File: config.mk
export PLATFORM = sky130hd
export DESIGN_NAME = evt_timeline_ctrl
export DESIGN_NICKNAME = d
export VERILOG_FILES = /design/src/rtl/tl_pkg.sv /design/src/rtl/tl_interval_counter.sv /design/src/rtl/tl_event_matcher.sv /design/src/rtl/evt_timeline_ctrl.sv
export SDC_FILE = /design/constraint.sdc
export NUM_CORES = 1
export LEC_CHECK = 0
export CAP_MARGIN = 10
export CORE_UTILIZATION = 55
export CTS_CLUSTER_DIAMETER = 50
export DETAILED_ROUTE_END_ITERATION = 10
export DONT_BUFFER_PORTS = 1
export PLACE_DENSITY = 0.79
export SLEW_MARGIN = 20
export SYNTH_ARGS = -nofsm -noshare
export SYNTH_HDL_FRONTEND = slang
export SYNTH_HIERARCHICAL = 1
export SYNTH_SLANG_ARGS = --single-unit
export TNS_END_PERCENT = 50
File: constraint.sdc
create_clock -name clk -period 3.57 [get_ports clk]
set_input_delay 1.071 -clock clk [delete_from_list [all_inputs] [get_ports clk]]
set_output_delay 1.071 -clock clk [all_outputs]
set_load 0.01 [all_outputs]
File: src/rtl/tl_pkg.sv
package tl_pkg;
    typedef enum logic [1:0] {
        ST_IDLE  = 2'd0,
        ST_RUN   = 2'd1,
        ST_FINAL = 2'd2,
        ST_HALT  = 2'd3
    } tl_state_e;
endpackage

File: src/rtl/tl_interval_counter.sv
module tl_interval_counter #(
    parameter int INTV_W = 8
) (
    input  logic              clk,
    input  logic              rst_n,
    input  logic              load,
    input  logic [INTV_W-1:0] load_val,
    input  logic              run,
    output logic              expire
);
    localparam logic [INTV_W-1:0] ONE = INTV_W'(1);

    logic [INTV_W-1:0] remain_q;

    // interval 0 is clamped to a single cycle
    always_ff @(posedge clk) begin
        if (!rst_n) begin
            remain_q <= '0;
        end else if (load) begin
            remain_q <= (load_val == '0) ? ONE : load_val;
        end else if (run && remain_q > ONE) begin
            remain_q <= remain_q - ONE;
        end
    end

    assign expire = run && (remain_q == ONE);
endmodule

File: src/rtl/tl_event_matcher.sv
module tl_event_matcher #(
    parameter int LABEL_W = 4,
    parameter int OP_W    = 4
) (
    input  logic                    bcast_valid,
    input  logic [LABEL_W-1:0]      bcast_label,
    input  logic                    q_empty,
    input  logic [LABEL_W+OP_W-1:0] q_head,
    output logic                    fire,
    output logic                    q_pop,
    output logic [OP_W-1:0]         op
);
    logic [LABEL_W-1:0] head_label;

    assign head_label = q_head[LABEL_W+OP_W-1:OP_W];
    assign fire       = bcast_valid && !q_empty && (head_label == bcast_label);
    assign q_pop      = fire;
    assign op         = fire ? q_head[OP_W-1:0] : '0;
endmodule

File: src/rtl/evt_timeline_ctrl.sv
module evt_timeline_ctrl
    import tl_pkg::*;
#(
    parameter int NUM_CH  = 2,
    parameter int LABEL_W = 4,
    parameter int INTV_W  = 8,
    parameter int OP_W    = 4
) (
    input  logic                             clk,
    input  logic                             rst_n,
    input  logic                             start_cmd,
    input  logic                             ext_trig,
    input  logic                             tq_empty,
    input  logic [INTV_W+LABEL_W-1:0]        tq_data,
    output logic                             tq_pop,
    input  logic [NUM_CH-1:0]                eq_empty,
    input  logic [NUM_CH*(LABEL_W+OP_W)-1:0] eq_data,
    output logic [NUM_CH-1:0]                eq_pop,
    output logic [NUM_CH-1:0]                ev_valid,
    output logic [NUM_CH*OP_W-1:0]           ev_op,
    output logic                             bcast_valid,
    output logic [LABEL_W-1:0]               bcast_label,
    output logic                             busy,
    output logic                             underflow
);
    localparam int EV_W = LABEL_W + OP_W;

    tl_state_e          state_q, state_d;
    logic               launch_req;
    logic               expire;
    logic               cnt_load;
    logic               uf_set, uf_clr;
    logic [LABEL_W-1:0] label_q;
    logic [INTV_W-1:0]  head_intv;
    logic [LABEL_W-1:0] head_label;

    assign launch_req = start_cmd || ext_trig;
    assign head_intv  = tq_data[INTV_W+LABEL_W-1:LABEL_W];
    assign head_label = tq_data[LABEL_W-1:0];

    tl_interval_counter #(.INTV_W(INTV_W)) u_cnt (
        .clk      (clk),
        .rst_n    (rst_n),
        .load     (cnt_load),
        .load_val (head_intv),
        .run      (state_q == ST_RUN),
        .expire   (expire)
    );

    // state register
    always_ff @(posedge clk) begin
        if (!rst_n) begin
            state_q <= ST_IDLE;
        end else begin
            state_q <= state_d;
        end
    end

    // label of the point being counted, and the sticky flag
    always_ff @(posedge clk) begin
        if (!rst_n) begin
            label_q   <= '0;
            underflow <= 1'b0;
        end else begin
            if (cnt_load) begin
                label_q <= head_label;
            end
            if (uf_set) begin
                underflow <= 1'b1;
            end else if (uf_clr) begin
                underflow <= 1'b0;
            end
        end
    end

    // next state and control outputs
    always_comb begin
        state_d  = state_q;
        tq_pop   = 1'b0;
        cnt_load = 1'b0;
        uf_set   = 1'b0;
        uf_clr   = 1'b0;
        unique case (state_q)
            ST_IDLE, ST_HALT: begin
                if (launch_req) begin
                    if (!tq_empty) begin
                        tq_pop   = 1'b1;
                        cnt_load = 1'b1;
                        uf_clr   = 1'b1;
                        state_d  = ST_RUN;
                    end else begin
                        uf_set  = 1'b1;
                        state_d = ST_HALT;
                    end
                end
            end
            ST_RUN: begin
                if (expire) begin
                    if (!tq_empty) begin
                        tq_pop   = 1'b1;
                        cnt_load = 1'b1;
                    end else begin
                        state_d = ST_FINAL;
                    end
                end
            end
            ST_FINAL: begin
                if (&eq_empty) begin
                    state_d = ST_IDLE;
                end else begin
                    uf_set  = 1'b1;
                    state_d = ST_HALT;
                end
            end
            default: state_d = ST_IDLE;
        endcase
    end

    assign bcast_valid = expire;
    assign bcast_label = label_q;
    assign busy        = (state_q == ST_RUN) || (state_q == ST_FINAL);

    for (genvar c = 0; c < NUM_CH; c++) begin : g_ch
        tl_event_matcher #(.LABEL_W(LABEL_W), .OP_W(OP_W)) u_match (
            .bcast_valid (bcast_valid),
            .bcast_label (label_q),
            .q_empty     (eq_empty[c]),
            .q_head      (eq_data[c*EV_W +: EV_W]),
            .fire        (ev_valid[c]),
            .q_pop       (eq_pop[c]),
            .op          (ev_op[c*OP_W +: OP_W])
        );
    end
endmodule

== Word-level counts from Yosys, hierarchy flattened ==
Index checks and enable logic that the tools add are counted.

* Equality and inequality tests: 9
* Mux-type cells: 22
* Reduce and logical (&&, ||, !) cells: 17
* Shift operators: 0
* Divide/modulo/power cells: 0
* Multiply operators: 0
* Bitwise logic cells: 0
* $add $sub $neg: 1
* Order comparisons: 1

{| class="wikitable"
|+ Operator list
! cell !! count
|-
| 2-to-1 mux 8 bit || 3
|-
| 2-to-1 mux 2 bit || 5
|-
| 2-to-1 mux 1 bit || 9
|-
| equality test 4 bit || 2
|-
| equality test 8 x 1 -> 1 bit (second input constant) || 1
|-
| greater-than comparator 8 x 1 -> 1 bit (second input constant) || 1
|-
| zero test 8 bit || 1
|-
| 2-to-1 mux 4 bit || 2
|-
| subtractor 8 x 1 -> 8 bit (second input constant) || 1
|-
| logical AND 1 bit || 6
|-
| one-hot mux 2 bit (3 select lines) || 1
|-
| equality test 2 bit (second input constant) || 2
|-
| != test 2 bit (second input constant) || 2
|-
| one-hot mux 1 bit (2 select lines) || 2
|-
| nonzero test 2 bit || 2
|-
| AND reduction 3 bit || 1
|-
| equality test 2 x 1 -> 1 bit (second input constant) || 1
|-
| zero test 1 bit || 2
|-
| zero test 2 bit || 1
|-
| logical OR 1 bit || 2
|-
| != test 2 x 1 -> 1 bit (second input constant) || 1
|-
| AND reduction 2 bit || 1
|-
| OR reduction 2 bit || 1
|}

* Word-level logic and storage cells: 54
* Bits in registers: 15
* Bits in read-only memories: 0
* Input port bits: 35
* Memories: 0
* Latch bits: 0
* Bits in writable memories: 0
* Output and inout port bits: 20

== Longest topological paths before layout ==
Gate-level depths: netlist of the first run.

* Depth after elaboration: 5
* Depth in mapped cells: 11
* Depth with buffers taken out: 8

== Cells and area by module ==
Netlist of the first run, hierarchy kept.

{| class="wikitable"
|+ By module, submodules not included
! module !! instances !! seq. area each (µm²) !! cells each !! area each (µm²)
|-
| tl_interval_counter || 1 || 160.2 || 62 || 511.7
|-
| evt_timeline_ctrl || 1 || 140.1 || 42 || 389.1
|-
| tl_event_matcher || 2 || 0.0 || 16 || 97.6
|}

== Least setup slack after synthesis of the first run ==
No wires, ideal clock.

* Path kind: flip-flop to output port
* From: register u_cnt.remain_q[2]
* To: output eq_pop[0]
* Path slack: 0.526 ns
* Arrival time: 1.973 ns
* Data required time: 2.499 ns
* Stages on the path, launching flop included: 8
* Buffers on the path: 2
* Path through: dfxtp_1 or3_1 buf_6 nor2_1 and3_1 nor2b_1 nor2b_1 buf_4

* Longest elaborated chain between the ends: 4

{| class="wikitable"
|+ Ends and longest elaborated chain
! element !! line !! text
|-
| start, declared || tl_interval_counter.sv:13 || <nowiki>logic [INTV_W-1:0] remain_q;</nowiki>
|-
| start signal, assigned || tl_interval_counter.sv:20 || <nowiki>remain_q <= (load_val == '0) ? ONE : load_val;</nowiki>
|-
| start signal, assigned || tl_interval_counter.sv:22 || <nowiki>remain_q <= remain_q - ONE;</nowiki>
|-
| equality test 8 x 1 -> 1 bit || tl_interval_counter.sv:26 || <nowiki>assign expire = run && (remain_q == ONE);</nowiki>
|-
| logical AND 1 bit || tl_interval_counter.sv:26 ||
|-
| via bcast_valid || evt_timeline_ctrl.sv:21 || <nowiki>output logic bcast_valid,</nowiki>
|-
| logical AND 1 bit (2 in series) || tl_event_matcher.sv:16 || <nowiki>assign fire = bcast_valid && !q_empty && (head_label == bcast_label);</nowiki>
|-
| end, declared || evt_timeline_ctrl.sv:18 || <nowiki>output logic [NUM_CH-1:0] eq_pop,</nowiki>
|}

The timed path passes the listed nets, and every way through them passes these cells.

== Worst setup path in the final report of the first run ==
* From: register u_cnt.remain_q[2]
* To: output eq_pop[1]

The elaborated chain is that of the path after synthesis.

==> flow_metrics.env, run 1 <==
export IMPL_yosysSeqAreaShare_pct=27.4
export IMPL_clk_latency_ns=0.29
export IMPL_startpoint="u_cnt/remain_q[2]"
export IMPL_rrSetupSlack_ns=0.81
export IMPL_slew_viol_final=0
export IMPL_rr_startpoint="u_cnt/remain_q[2]"
export IMPL_pwr_share_seq_pct=35.3
export IMPL_critPathCapture="eq_pop[1]"
export IMPL_finalHoldViolations=0
export IMPL_antenna_found_initial=0
export IMPL_synthCells=136
export IMPL_drive_gt1_share_pct=14.2
export IMPL_dieArea_um2=2180
export IMPL_cts_made_buffers=3
export IMPL_required_ns=2.50
export IMPL_syn_nets=175
export IMPL_syn_cell_area_um2=1100
export IMPL_cts_sinks=15
export IMPL_die_x_um=46.6
export IMPL_fin_crit_sh_pct=93.7
export IMPL_fin_tns_setup_ns=0
export IMPL_wl_mm=2.46
export IMPL_routabilityCongestion=0.844
export IMPL_drc=0
export IMPL_final_core_util_pct=62.8
export IMPL_avgSynthCellArea_um2=8.06
export IMPL_synth_edf_count=0
export IMPL_r2r_end="u_cnt/remain_q[5]"
export IMPL_crit_fanout=7
export IMPL_yosysTopAreaCell="dfxtp_1"
export IMPL_grt_overflow=0
export IMPL_synthFlopType="dfxtp_1"
export IMPL_htree_levels=1
export IMPL_worstPathArrival_ns=2.27
export IMPL_diodes=0
export IMPL_grt_pass1_wl_mm=3.62
export IMPL_initial_utilization_pct=60.8
export IMPL_wl_per_cell_um=15.5
export IMPL_setup_viol=0
export IMPL_cts_tree="built"
export IMPL_fin_skew_ns=0.00600
export IMPL_ys_top_cells_by_area="dfxtp_1 27%, xnor2_1 7.2%, nand2_1 6.8%"
export IMPL_switching_share_pct=44.8
export IMPL_port_buffers=0
export IMPL_clock_path_buffers=2
export IMPL_ios=55
export IMPL_fin_cells=159
export IMPL_status="complete, no violations"
export IMPL_syn_to_final_growth_pct=3.20
export IMPL_firstDrtPassIters=4
export IMPL_antenna_left=0
export IMPL_track_usage_pct=23.4
export IMPL_p_sw_mw=0.361
export IMPL_yosys_warnings=6
export IMPL_dp_cells=155
export IMPL_core_area_um2=1800
export IMPL_place_hpwl_mm=1.92
export IMPL_worst_pin_slew_ns=0.363
export IMPL_path_class="reg -> out"
export IMPL_hold_depth=2
export IMPL_finalCriticalPeriod_ns=3.34
export IMPL_viasPerCell=6.19
export IMPL_synth_top_area_share_pct=27.4
export IMPL_startpoint_type="flip-flop"
export IMPL_row_count=15
export IMPL_grt_pass1_vias=925
export IMPL_pwr_share_clk_pct=12.5
export IMPL_pwr_share_comb_pct=52.2
export IMPL_yosysMostFrequentCell="nand2_1"
export IMPL_ctsRootBufferMaster="clkbuf_4"
export IMPL_ys_types=43
export IMPL_dr_first_iter_drc_count=25
export IMPL_p_int_mw=0.445
export IMPL_rsz0062_at_grt="false"
export IMPL_synthArstFlopShare_pct=0
export IMPL_p_leak_nw=0.400
export IMPL_cap_viol_max_count=0
export IMPL_slew_headroom_pct=75.8
export IMPL_power_density_nw_per_um2=712
export IMPL_ys_ff_latch=15
export IMPL_clk_pin_slew_worst_paths_ns=0.09
export IMPL_n_fill_cell=175
export IMPL_max_freq_mhz=299
export IMPL_vias=984
export IMPL_hp_class="reg -> reg"
export IMPL_die_height_um=46.6
export IMPL_ff2ff_path_depth=9
export IMPL_cts_setup_buffers=0
export IMPL_netlist_top_cells_count="20 x nand2_1, 15 x dfxtp_1, 11 x nor2_1"
export IMPL_final_nets=174
export IMPL_ir_drop_mv=0.395
export IMPL_grt_max_degree=22
export IMPL_end_kind="output pin"
[state kept, by name, indices dropped and copies added, names as in the netlist]
name	flops
underflow	1
state_q	2
bcast_label	4
u_cnt/remain_q	8
[final cells by class]
cell class              count  area, µm²  area share (%)
clock buffers               4       26.3            2.32
repair buffers              1       7.51           0.664
flip-flops and latches     15        300            26.5
well taps                  25       31.3            2.77
inverters                   8       30.0            2.65
multi-input cells         106        736            65.0
[what timing repair did]
item                       CTS  global route
setup endpoints to repair    0            12
resized for setup            0             5
hold buffers                 0             0
[worst min-delay path by stage]
stage | startpoint | to | slack, ns
2_1_floorplan | u_cnt/remain_q[1] | u_cnt/remain_q[1] | 0.46
3_3_place_gp | u_cnt/remain_q[1] | u_cnt/remain_q[1] | 0.48
3_5_place_dp | u_cnt/remain_q[1] | u_cnt/remain_q[1] | 0.51
4_1_cts | u_cnt/remain_q[1] | u_cnt/remain_q[1] | 0.53
5_1_grt | u_cnt/remain_q[1] | u_cnt/remain_q[1] | 0.56
6_report | u_cnt/remain_q[1] | u_cnt/remain_q[1] | 0.53
[cell usage in the layout (no fill, tap or decap), types with 4 or more instances in the layout]
master,netlist,layout
a21oi_1,5,5
dfxtp_1,15,15
ha_1,4,4
inv_1,8,8
mux2i_1,4,4
nand2_1,20,20
nor2_1,11,11
nor2b_2,0,4
nor3_1,4,4
o21ai_0,7,7
xnor2_1,9,9
[cell families after synthesis]
kind of cell	share of synthesized area, %
adder cells (fa/ha/maj)	4.57
buffers and inverters	6.51
AND/OR/NAND/NOR	25.3
AO/OA/AOI/OAI	24.5
flip-flops	27.4
multiplexers	3.65
XOR/XNOR	7.99
[power by group through the flow]
stage / clock network, mW / registers (mW) / logic, mW
5_1_grt: 0.112 / 0.293 / 0.466
3_3_place_gp: 0 / 0.283 / 0.396
4_1_cts: 0.104 / 0.283 / 0.418
2_1_floorplan: 0 / 0.275 / 0.364
3_5_place_dp: 0 / 0.288 / 0.416
6_report: 0.101 / 0.285 / 0.420
[layer usage]
| metal | GRT usage [%] | part of all wire (%) | routed length (µm) | vias up |
|---|---|---|---|---|
| li1 | - | - | - | 480 |
| met1 | 23.9 | 39 | 962 | 440 |
| met2 | 42.5 | 51 | 1250 | 59 |
| met3 | 7.06 | 9.3 | 228 | 5 |
| met4 | 11.4 | 0.93 | 23 | 0 |
| met5 | 0 | 0 | 0 | - |
[worst max-delay path, cell delays in order, from the launching register on]
cell and delay [ns]:
dfxtp_1 0.37, or3_1 0.52, nor2_1 0.25, and3_2 0.30, nor2b_2 0.24, nor2b_2 0.30
[stage by stage]
stage                     power, mW  worst slack, ns  area, µm²  hold WS [ns]
final                         0.806            0.227       1130         0.530
after global placement        0.679            0.447       1090         0.482
after CTS                     0.806         0.000557       1120         0.528
after global routing          0.871           0.0420       1130         0.563
after detailed placement      0.703            0.333       1090         0.515
after floorplan               0.638            0.526       1100         0.464
(Power assumes the default switching activity.)
==> run 2: changes to the inputs <==
CORE_UTILIZATION = 50   (was 55)
PLACE_DENSITY = 0.74   (was 0.79)
clock period = 3.7 ns   (was 3.57 ns; I/O delays follow)
==> run 2 against run 1 <==
Wire length is 5.3% lower. Via count is 0.61% lower. Combinational power is 5.2% lower. Non-clock buffer count stayed put. Cell count is 1.3% higher. Count of clock-buffer cells in the layout is 1 lower. Worst setup slack worse by 0.056 ns. Highest routed layer unchanged.
==> flow_metrics.env, run 2 (synthesized netlist as in run 1, its figures left out) <==
export IMPL_core_area_um2=2000
export IMPL_initial_utilization_pct=54.7
export IMPL_fin_skew_ns=0.00526
export IMPL_clk_pin_slew_worst_paths_ns=0.09
export IMPL_fin_crit_sh_pct=95.4
export IMPL_regMostFlops="u_cnt/remain_q"
export IMPL_antenna_left=0
export IMPL_max_freq_mhz=283
export IMPL_htree_levels=1
export IMPL_final_cell_mix="20 x nand2_1, 15 x dfxtp_1, 11 x nor2_1, 9 x xnor2_1, 8 x inv_1"
export IMPL_dr_first_iter_drc_count=21
export IMPL_status="complete, no violations"
export IMPL_rsz0062_at_grt="false"
export IMPL_cts_repair_resized=0
export IMPL_ios=55
export IMPL_die_height_um=48.8
export IMPL_clk_latency_ns=0.29
export IMPL_ir_drop_mv=0.363
export IMPL_cts_setup_buffers=0
export IMPL_drive_gt1_share_pct=11.2
export IMPL_final_common_cell="nand2_1"
export IMPL_ctsRootBufferMaster="clkbuf_4"
export IMPL_grt_pass1_wl_mm=3.82
export IMPL_ff2ff_path_depth=9
export IMPL_antenna_found_initial=0
export IMPL_routabilityCongestion=0.877
export IMPL_end_kind="output pin"
export IMPL_hp_class="reg -> reg"
export IMPL_setup_viol=0
export IMPL_power_density_nw_per_um2=683
export IMPL_fin_tns_setup_ns=0
export IMPL_cpMaxStageDelayCell="or3_1"
export IMPL_path_class="reg -> out"
export IMPL_crit_top_cell="nor2b_1"
export IMPL_cts_sinks=15
export IMPL_cts_hold_buffers=0
export IMPL_worstPathArrival_ns=2.42
export IMPL_slew_viol_final=0
export IMPL_diodes=0
export IMPL_wl_per_cell_um=14.5
export IMPL_grt_pass1_vias=936
export IMPL_wl_mm=2.33
export IMPL_dieArea_um2=2380
export IMPL_worst_path_largest_cell_delay_ns=0.49
export IMPL_firstDrtPassIters=4
export IMPL_place_hpwl_mm=1.83
export IMPL_startpoint_type="flip-flop"
export IMPL_grt_overflow=0
export IMPL_die_x_um=48.8
export IMPL_final_core_util_pct=56.1
export IMPL_grt_max_degree=22
export IMPL_track_usage_pct=20.5
export IMPL_clock_path_buffers=2
export IMPL_worst_pin_slew_ns=0.395
export IMPL_final_nets=174
export IMPL_cts_made_buffers=3
export IMPL_drc=0
export IMPL_cts_tree="built"
export IMPL_vias=978
export IMPL_n_fill_cell=192
export IMPL_worstPathCellList="or3_1 > nor2_1 > and3_1 > nor2b_1 > nor2b_1"
export IMPL_row_count=16
export IMPL_finalCriticalPeriod_ns=3.53
export IMPL_viasPerCell=6.07
export IMPL_largest_reg_flops=8
export IMPL_hold_depth=2
export IMPL_finalHoldViolations=0
export IMPL_required_ns=2.59
export IMPL_slew_headroom_pct=73.3
export IMPL_finalPower_mw=0.768
export IMPL_port_buffers=0
export IMPL_p_leak_nw=0.404
export IMPL_crit_fanout=7
export IMPL_cap_viol_max_count=0
export IMPL_syn_to_final_growth_pct=2.51
run 2: area by class of cell:
cell class	instances	area, µm²	share of cell area (%)
clock inverters	1	5.00	0.445
repair buffers	1	7.51	0.668
inverters	8	30.0	2.67
flip-flops and latches	15	300	26.7
well taps	27	33.8	3.01
clock buffers	3	22.5	2.00
multi-input cells	106	724	64.5
run 2: final timing paths:
kind	from	end	slack (ns)
max	u_cnt/remain_q[2]	ev_valid[0]	0.17
min	u_cnt/remain_q[1]	u_cnt/remain_q[1]	0.51
min reg2reg	u_cnt/remain_q[1]	u_cnt/remain_q[1]	0.51
max reg2reg	u_cnt/remain_q[2]	u_cnt/remain_q[5]	0.95
run 2: where the power goes:
| group | internal, mW | switching, mW |
|---|---|---|
| combinational | 0.172 | 0.226 |
| sequential | 0.215 | 0.0585 |
| clock | 0.0402 | 0.0556 |
| total | 0.427 | 0.340 |
run 2: metal layers:
layer  share of wire, %  wire length (µm)  global-route usage, %  up-vias
li1                   -                 -                      -      479
met1                 42               985                   22.5      451
met2                 49              1140                   37.7       46
met3                7.9               184                   5.92        2
met4               0.64                15                   5.88        0
met5                  0                 0                      0        -
run 2: metrics by stage:
stage,hold WS [ns],setup WS (ns),instance area (µm²),instances
2_1_floorplan,0.464,0.617,1100,136
3_3_place_gp,0.496,0.571,1100,157
3_5_place_dp,0.501,0.475,1100,157
4_1_cts,0.516,0.145,1120,161
5_1_grt,0.578,0.000945,1120,161
6_report,0.513,0.170,1120,161
run 2: critical path, delay by kind of cell (launching register included):
kind / cells / cell delay [ns]
flops: 1 / 0.36
simple gates: 5 / 1.76
==> run 3: changes to the inputs <==
BUFFER_PORTS_ARGS = -buffer_cell sky130_fd_sc_hd__buf_2   (was not set)
CAP_MARGIN = 20   (was 10)
CORE_UTILIZATION = 45   (was 50)
DONT_BUFFER_PORTS = not set   (was 1)
PLACE_DENSITY = 0.88   (was 0.74)
==> run 3 against run 2 <==
Count of clock-buffer cells in the layout is 1 higher. Register-to-register slack better by 0.09 ns. Clock power is 0.4% lower. Cell count is 34% higher. Die area is 11% higher. Power is 8.0% higher. Critical path type unchanged.
==> flow_metrics.env, run 3 (synthesized netlist as in run 1, its figures left out) <==
export IMPL_fin_skew_ns=0.00222
export IMPL_diodes=0
export IMPL_final_nets=228
export IMPL_cts_hold_buffers=0
export IMPL_n_fill_cell=217
export IMPL_worst_pin_slew_ns=0.416
export IMPL_firstDrtPassIters=4
export IMPL_finalCriticalPeriod_ns=3.41
export IMPL_cts_sinks=15
export IMPL_cts_tree="built"
export IMPL_postLayoutCellArea_um2=1390
export IMPL_grt_pass1_wl_mm=4.44
export IMPL_antenna_found_initial=0
export IMPL_die_x_um=51.4
export IMPL_wl_per_cell_um=13.0
export IMPL_drive_gt1_share_pct=36.2
export IMPL_path_class="reg -> out"
export IMPL_cpMaxStageDelayCell="or3_1"
export IMPL_dp_cells=212
export IMPL_largest_reg_flops=8
export IMPL_cp_top_family="simple AND/OR/NAND/NOR gates"
export IMPL_dpl_cell_area_um2=1370
export IMPL_dieArea_um2=2640
export IMPL_cts_repair_resized=0
export IMPL_worstPathCellList="or3_1 > nor2_1 > and3_1 > nor2b_1 > nor2b_1 > buf_2"
export IMPL_clk_latency_ns=0.29
export IMPL_antenna_left=0
export IMPL_worst_path_largest_cell_delay_ns=0.51
export IMPL_ir_drop_mv=0.337
export IMPL_crit_top_cell="nor2b_1"
export IMPL_final_core_util_pct=61.8
export IMPL_wl_mm=2.81
export IMPL_min_to="u_cnt/remain_q[1]"
export IMPL_startpoint="u_cnt/remain_q[2]"
export IMPL_multi_input_area_um2=724
export IMPL_clock_path_buffers=2
export IMPL_rr_startpoint="u_cnt/remain_q[2]"
export IMPL_drc=0
export IMPL_die_height_um=51.4
export IMPL_syn_to_final_growth_pct=27.2
export IMPL_cts_setup_buffers=0
export IMPL_max_freq_mhz=293
export IMPL_viasPerCell=5.44
export IMPL_worstPathArrival_ns=2.30
export IMPL_hold_depth=2
export IMPL_end_kind="output pin"
export IMPL_ios=55
export IMPL_grt_max_degree=22
export IMPL_track_usage_pct=22.9
export IMPL_regMostFlops="u_cnt/remain_q"
export IMPL_hp_class="reg -> reg"
export IMPL_row_count=17
export IMPL_core_area_um2=2250
export IMPL_ctsRootBufferMaster="clkbuf_4"
export IMPL_required_ns=2.59
export IMPL_slew_headroom_pct=71.9
export IMPL_htree_levels=1
export IMPL_grt_pass1_vias=1096
export IMPL_p_leak_nw=0.643
export IMPL_rsz0062_at_grt="false"
export IMPL_port_buffers=54
export IMPL_crit_fanout=7
export IMPL_grt_overflow=0
export IMPL_clk_pin_slew_worst_paths_ns=0.09
export IMPL_finalHoldViolations=0
export IMPL_ff2ff_path_depth=9
export IMPL_cts_made_buffers=3
export IMPL_fin_crit_sh_pct=92.1
export IMPL_hp_start="u_cnt/remain_q[1]"
export IMPL_startpoint_type="flip-flop"
export IMPL_rrSetupSlack_ns=1.04
export IMPL_final_common_cell="buf_2"
export IMPL_dr_first_iter_drc_count=48
export IMPL_register_area_um2=300
export IMPL_initial_utilization_pct=48.6
export IMPL_cap_viol_max_count=0
export IMPL_slew_viol_final=0
export IMPL_fin_cells=216
export IMPL_fin_tns_setup_ns=0
export IMPL_r2r_end="u_cnt/remain_q[3]"
export IMPL_final_cell_mix="54 x buf_2, 20 x nand2_1, 15 x dfxtp_1, 11 x nor2_1, 9 x xnor2_1"
export IMPL_routabilityCongestion=0.850
export IMPL_status="complete, no violations"
export IMPL_place_hpwl_mm=2.24
export IMPL_setup_viol=0
export IMPL_critPathBufInv=1
export IMPL_power_density_nw_per_um2=595
export IMPL_vias=1175
run 3: cell count changes in the layout (fill, tap and decap cells not counted), sizes merged:
cell | previous run | this run
buf | 1 | 55
clkbuf | 3 | 4
clkinv | 1 | 0
run 3: area by class of cell:
type | instances | area share [%]
multi-input combinational | 106 | 52.0
sequential | 15 | 21.5
timing repair buffer | 55 | 19.9
tap | 28 | 2.51
inverter | 8 | 2.15
clock buffer | 4 | 1.89
run 3: power breakdown:
group / internal [mW] / total [mW] / switching (mW)
registers: 0.215 / 0.268 / 0.0531
clock network: 0.0420 / 0.0955 / 0.0535
logic: 0.203 / 0.465 / 0.263
run 3: stage by stage:
stage	hold slack (ns)	total power [mW]	setup slack [ns]
3_5_place_dp	0.495	0.730	0.628
4_1_cts	0.507	0.827	0.297
5_1_grt	0.522	0.893	0.111
2_1_floorplan	0.464	0.616	0.617
3_3_place_gp	0.457	0.702	0.728
6_report	0.505	0.829	0.293
run 3: worst max path at each step:
stage	cells past startpoint	to	slack, ns
final	6	ev_valid[0]	0.29
after global routing	6	eq_pop[1]	0.11
after CTS	6	ev_valid[1]	0.30
after detailed placement	6	ev_valid[1]	0.63
after global placement	5	ev_valid[0]	0.73
after floorplan	7	eq_pop[0]	0.62
run 3: tightest hold or removal path: stages (launching register included):
cell and delay [ns]:
dfxtp_1 0.34, nand4_1 0.07, nand3_1 0.06
run 3: routing by layer:
layer | wire length [µm] | vias up | track usage, %
met3 | 256 | 7 | 4.46
met5 | 0 | - | 0
met1 | 1110 | 509 | 22.8
li1 | - | 591 | -
met4 | 56 | 0 | 11.7
met2 | 1390 | 68 | 44.1
